`src/rtl/xbus_strobe_pkg.sv`:
```
package xbus_strobe_pkg;
  typedef enum logic {
    CYC_CODE = 1'b0,
    CYC_DATA = 1'b1
  } cyc_kind_e;
endpackage

```
`src/rtl/xbus_phase_ctr.sv`:
```
module xbus_phase_ctr #(
  parameter int CYC_CLKS = 12,
  localparam int CW = $clog2(CYC_CLKS)
) (
  input  logic          clk_i,
  input  logic          rst_ni,
  output logic [CW-1:0] cnt_o,
  output logic          last_o
);
  assign last_o = (cnt_o == CW'(CYC_CLKS - 1));

  always_ff @(posedge clk_i or negedge rst_ni) begin
    if (!rst_ni)     cnt_o <= '0;
    else if (last_o) cnt_o <= '0;
    else             cnt_o <= cnt_o + 1'b1;
  end

  p_wrap_r1: assert property (@(posedge clk_i) disable iff (!rst_ni)
    last_o |=> cnt_o == '0);
  p_step_r1: assert property (@(posedge clk_i) disable iff (!rst_ni)
    !last_o |=> cnt_o == CW'($past(cnt_o) + 1'b1));
endmodule

```
`src/rtl/xbus_code_sel.sv`:
```
module xbus_code_sel #(
  parameter int                ADDR_W  = 16,
  parameter logic [ADDR_W-1:0] INT_TOP = 'h1FFF
) (
  input  logic              clk_i,
  input  logic              rst_ni,
  input  logic              ea_i,
  input  logic              capture_i,
  input  logic              is_code_i,
  input  logic [ADDR_W-1:0] addr_i,
  output logic              ext_o
);
  logic ea_done_q, ea_q;

  // EA is taken once, on the first edge out of reset
  always_ff @(posedge clk_i or negedge rst_ni) begin
    if (!rst_ni) begin
      ea_done_q <= 1'b0;
      ea_q      <= 1'b0;
    end else if (!ea_done_q) begin
      ea_done_q <= 1'b1;
      ea_q      <= ea_i;
    end
  end

  always_ff @(posedge clk_i or negedge rst_ni) begin
    if (!rst_ni)        ext_o <= 1'b0;
    else if (capture_i) ext_o <= is_code_i && (!ea_q || (addr_i > INT_TOP));
  end

  p_ea_hold_r7: assert property (@(posedge clk_i) disable iff (!rst_ni)
    ea_done_q |=> $stable(ea_q));
  p_int_range_r5: assert property (@(posedge clk_i) disable iff (!rst_ni)
    (capture_i && ea_done_q && ea_q && addr_i <= INT_TOP) |=> !ext_o);
endmodule

```
`src/rtl/xbus_strobe_gen.sv`:
```
module xbus_strobe_gen
  import xbus_strobe_pkg::*;
#(
  parameter int                ADDR_W    = 16,
  parameter int                CYC_CLKS  = 12,
  parameter int                ALE_CLKS  = 2,
  parameter int                PSEN_CLKS = 3,
  parameter logic [ADDR_W-1:0] INT_TOP   = 'h1FFF
) (
  input  logic              clk_i,
  input  logic              rst_ni,
  input  logic              req_data_i,
  input  logic [ADDR_W-1:0] fetch_addr_i,
  input  logic              ea_i,
  input  logic              ale_off_i,
  output logic              ale_o,
  output logic              psen_no,
  output logic              ext_sel_o
);
  localparam int CW   = $clog2(CYC_CLKS);
  localparam int HALF = CYC_CLKS / 2;

  logic [CW-1:0] cnt, sub;
  logic          last, second;
  logic          valid_q;
  cyc_kind_e     kind_q;
  logic          psen_act;

  xbus_phase_ctr #(.CYC_CLKS(CYC_CLKS)) i_phase (
    .clk_i (clk_i),
    .rst_ni(rst_ni),
    .cnt_o (cnt),
    .last_o(last)
  );

  xbus_code_sel #(.ADDR_W(ADDR_W), .INT_TOP(INT_TOP)) i_sel (
    .clk_i    (clk_i),
    .rst_ni   (rst_ni),
    .ea_i     (ea_i),
    .capture_i(last),
    .is_code_i(!req_data_i),
    .addr_i   (fetch_addr_i),
    .ext_o    (ext_sel_o)
  );

  // cycle request taken at the cycle boundary; first cycle after reset idles
  always_ff @(posedge clk_i or negedge rst_ni) begin
    if (!rst_ni) begin
      valid_q <= 1'b0;
      kind_q  <= CYC_CODE;
    end else if (last) begin
      valid_q <= 1'b1;
      kind_q  <= cyc_kind_e'(req_data_i);
    end
  end

  assign second = (cnt >= CW'(HALF));
  assign sub    = second ? cnt - CW'(HALF) : cnt;

  always_comb begin
    ale_o = valid_q && !ale_off_i && (sub < CW'(ALE_CLKS))
            && (kind_q == CYC_CODE || !second);
    psen_act = valid_q && (kind_q == CYC_CODE) && ext_sel_o
               && (sub >= CW'(ALE_CLKS)) && (sub < CW'(ALE_CLKS + PSEN_CLKS));
    psen_no = !psen_act;
  end

  p_no_overlap_r2: assert property (@(posedge clk_i) disable iff (!rst_ni)
    !(ale_o && !psen_no));
  p_data_quiet_r3: assert property (@(posedge clk_i) disable iff (!rst_ni)
    (valid_q && kind_q == CYC_DATA) |-> (psen_no && !ext_sel_o));
  p_int_no_psen_r4: assert property (@(posedge clk_i) disable iff (!rst_ni)
    !ext_sel_o |-> psen_no);
  p_ale_align_r1: assert property (@(posedge clk_i) disable iff (!rst_ni)
    ($rose(ale_o) && $stable(ale_off_i)) |-> sub == '0);
  p_idle_first_r8: assert property (@(posedge clk_i) disable iff (!rst_ni)
    !valid_q |-> (!ale_o && psen_no));
endmodule

```
`config.mk`:
```
export PLATFORM = sky130hd
export DESIGN_NAME = xbus_strobe_gen
export DESIGN_NICKNAME = d
export VERILOG_FILES = /design/src/rtl/xbus_strobe_pkg.sv /design/src/rtl/xbus_phase_ctr.sv /design/src/rtl/xbus_code_sel.sv /design/src/rtl/xbus_strobe_gen.sv
export SDC_FILE = /design/constraint.sdc
export NUM_CORES = 1
export LEC_CHECK = 0
export ABC_AREA = 1
export BUFFER_PORTS_ARGS = -buffer_cell sky130_fd_sc_hd__buf_2
export CAP_MARGIN = 20
export CORE_UTILIZATION = 30
export CTS_BUF_LIST = sky130_fd_sc_hd__clkbuf_8 sky130_fd_sc_hd__clkbuf_16
export DETAILED_ROUTE_END_ITERATION = 6
export PLACE_DENSITY = 0.64
export SLEW_MARGIN = 5
export SYNTH_ARGS = -nofsm -noshare
export SYNTH_HDL_FRONTEND = slang
export SYNTH_SLANG_ARGS = --single-unit
```
`constraint.sdc`:
```
create_clock -name clk_i -period 1.8 [get_ports clk_i]
set_input_delay 0.18 -clock clk_i [delete_from_list [all_inputs] [get_ports clk_i]]
set_output_delay 0.18 -clock clk_i [all_outputs]
set_load 0.05 [all_outputs]
```
==> flow_metrics.tcl <==
set metrics [dict create \
    status "completed" \
    critical_path_class "reg -> out" \
    required_ns 1.62 \
    drc_errors 0 \
    arrival_ns 1.52 \
    yosys_warnings 0 \
    yosysSeqAreaShare_pct 47.0 \
    clk_latency_ns 0.23 \
    dpl.hpwl_um 701 \
    area_growth_pct 33.2 \
    finalCritPeriodShare_pct 94.4 \
    endpoint_kind "primary output" \
    clk_pin_slew_ns 0.04 \
    cts_made_buffers 3 \
    slowest_stage "dfrtp_1" \
    p_per_area_mw_per_mm2 741 \
    core_area_sq_mm 0.00151 \
    fin_skew_ns 0.000319 \
    netlist.area_leader.share_pct 47.0 \
    yosysUniqueCellTypes 21 \
    vias 418 \
    cts_root_buf "clkbuf_8" \
    nets 96 \
    ys_ff_latch 9 \
    setup_viol 0 \
    yosysTopAreaCell "dfrtp_1" \
    maxSlewViolCount 0 \
    die_area_sq_mm 0.00176 \
    path_max_fanout 4 \
    yosysMostFrequentCell "nand2_1" \
    grt_max_degree 10 \
    placed_cells 82 \
    htree_levels 1 \
    synthTopCellsByArea "dfrtp_1, nand2_1, a21oi_1, ha_1, nand3_1" \
    start_kind "flip-flop" \
    hold_path.class "in -> reg" \
    synth_adder_area_share_pct 5.22 \
    critical_path.top_delay_family "simple AND/OR/NAND/NOR gates" \
    grt.overflow.total 0 \
    cpMostUsedCell "nand2_2" \
    fmax_mhz 589 \
    dominantRegCellSynth "dfrtp_1" \
    antenna_found_initial 0 \
    boundaryPins 24 \
    rows 14 \
    hold_viol 0 \
    postRouteWirelength_um 931 \
    critPathBufInv 1 \
    syn-num-nets 78 \
    start_util_pct 31.8 \
    p_leak_nw 0.342 \
    vdd_drop_max_mv 0.636 \
    gp_congestion 0.760 \
    cts_buffer_depth 2 \
    die_h_um 42.0 \
    power_uw 473 \
    path_cells "ha_2 -> nand2_2 -> nand2_1 -> nand2_2 -> nand3_2 -> nor3_2 -> buf_6" \
    port_buffers 10 \
    synth_xor_area_share_pct 1.83 \
    synth_mux_area_share_pct 2.35 \
    grt_usage_pct 12.4 \
    synth_top_family_by_area "simple AND/OR/NAND/NOR gates" \
    drv_cap 0 \
    drive_gt1_share_pct 40.3 \
    syn_area_sq_um 479 \
    wl_per_cell_um 10.6 \
    setup_ws_ns 0.102 \
    fin_area_sq_um 638 \
    fin_tns_setup_ns 0 \
    whs_ns 0.188 \
    slowest_delay_ns 0.40 \
    ant_nets 0 \
    dieWidth_um 42.0 \
    pre_cts_ws_ns 0.270 \
    postPlaceCellArea_sq_um 557 \
    synth_edf_count 0 \
    drt-initial-drc-count 8 \
    syn_area_per_cell_sq_um 8.71 \
    drt_first_pass_iters 4 \
    first_global_vias 377 \
    vias_per_cell 4.75 \
    synthArstFlopShare_pct 100 \
    final_cells 88 \
    grt_pass1_wl_um 1660 \
    cts_sinks 9 \
    syn_inst 55 \
    postLayoutCoreUtil_pct 42.4 \
    fillers 147 \
    cts_tree "done" \
    timing.final.crit_period_ns 1.70 \
    synth_common_cells "nand2_1, dfrtp_1, a21oi_1, nand3_1" \
    synthSimpleGateAreaFrac_pct 28.5 \
    synth-compound-area-share_pct 8.09 \
    diodes 0 \
]
## layout by cell type, fill, tap and decap left out, drive strengths merged
cell type / n
ha: 2
nor3: 2
o21ai: 1
nand2: 11
conb: 1
inv: 9
buf: 12
a22o: 1
nand3: 7
nor2: 3
mux2: 1
dlygate4sd3: 1
a21oi: 5
or2: 2
xnor2: 1
nand4: 1
clkbuf: 3
dfrtp: 9
## flip-flops by register name, indices dropped and copies added (netlist names)
signal,flops
kind_q,1
i_sel.ea_q,1
i_sel.ea_done_q,1
valid_q,1
i_sel.ext_o,1
i_phase.cnt_o,4
## layout make-up
type	instances	area [sq um]	area share (%)
Clock buffer	3	41.3	6.47
Clock inverter	1	3.75	0.588
Inverter	8	30.0	4.71
Multi-Input combinational cell	38	234	36.7
Sequential cell	9	225	35.3
Tap cell	16	20.0	3.14
Timing Repair Buffer	13	83.8	13.1
## cell families (layout without fill, tap and decap cells)
| group | Yosys count | count (layout) |
|---|---|---|
| multiplexers | 1 | 1 |
| AND/OR/NAND/NOR | 26 | 26 |
| flip-flops | 9 | 9 |
| XOR/XNOR | 1 | 1 |
| AO/OA/AOI/OAI | 7 | 7 |
| adder cells (fa/ha/maj) | 2 | 2 |
| other | 1 | 1 |
| buffers and inverters | 8 | 25 |
## report_power, final
group          internal, mW  switching [mW]  total (mW)
Clock                 0.148          0.0763       0.224
Combinational        0.0157          0.0201      0.0358
Sequential            0.209         0.00328       0.212
Total                 0.373          0.0997       0.473
## per-layer routing
metal	vias to the layer above	share of wire [%]	global-route usage, %	routed length, um
met5	-	0	0	0
met4	0	0	5.81	0
met3	0	2.3	2.61	21
met2	5	51	18.1	476
met1	199	47	17.5	433
li1	214	-	-	-
## worst paths after layout
check	from	to	slack (ns)	depth (start not counted)
max reg2reg	i_phase.cnt_o[1]	i_sel.ext_o	0.54	5
min reg2reg	valid_q	valid_q	0.48	2
min	ea_i	i_sel.ea_q	0.19	2
min in group asynchronous	rst_ni	i_sel.ext_o	0.34	2
max in group asynchronous	rst_ni	i_sel.ea_q	1.28	2
max	i_phase.cnt_o[2]	ale_o	0.10	7
## what timing repair did
action,in CTS,in global routing
hold buffers,1,0
endpoints found under the setup margin,0,2
buffers inserted,0,1
endpoints found under the hold margin,9,0
resized for setup,0,8
No activity file was read; power rests on OpenSTA's default activity.
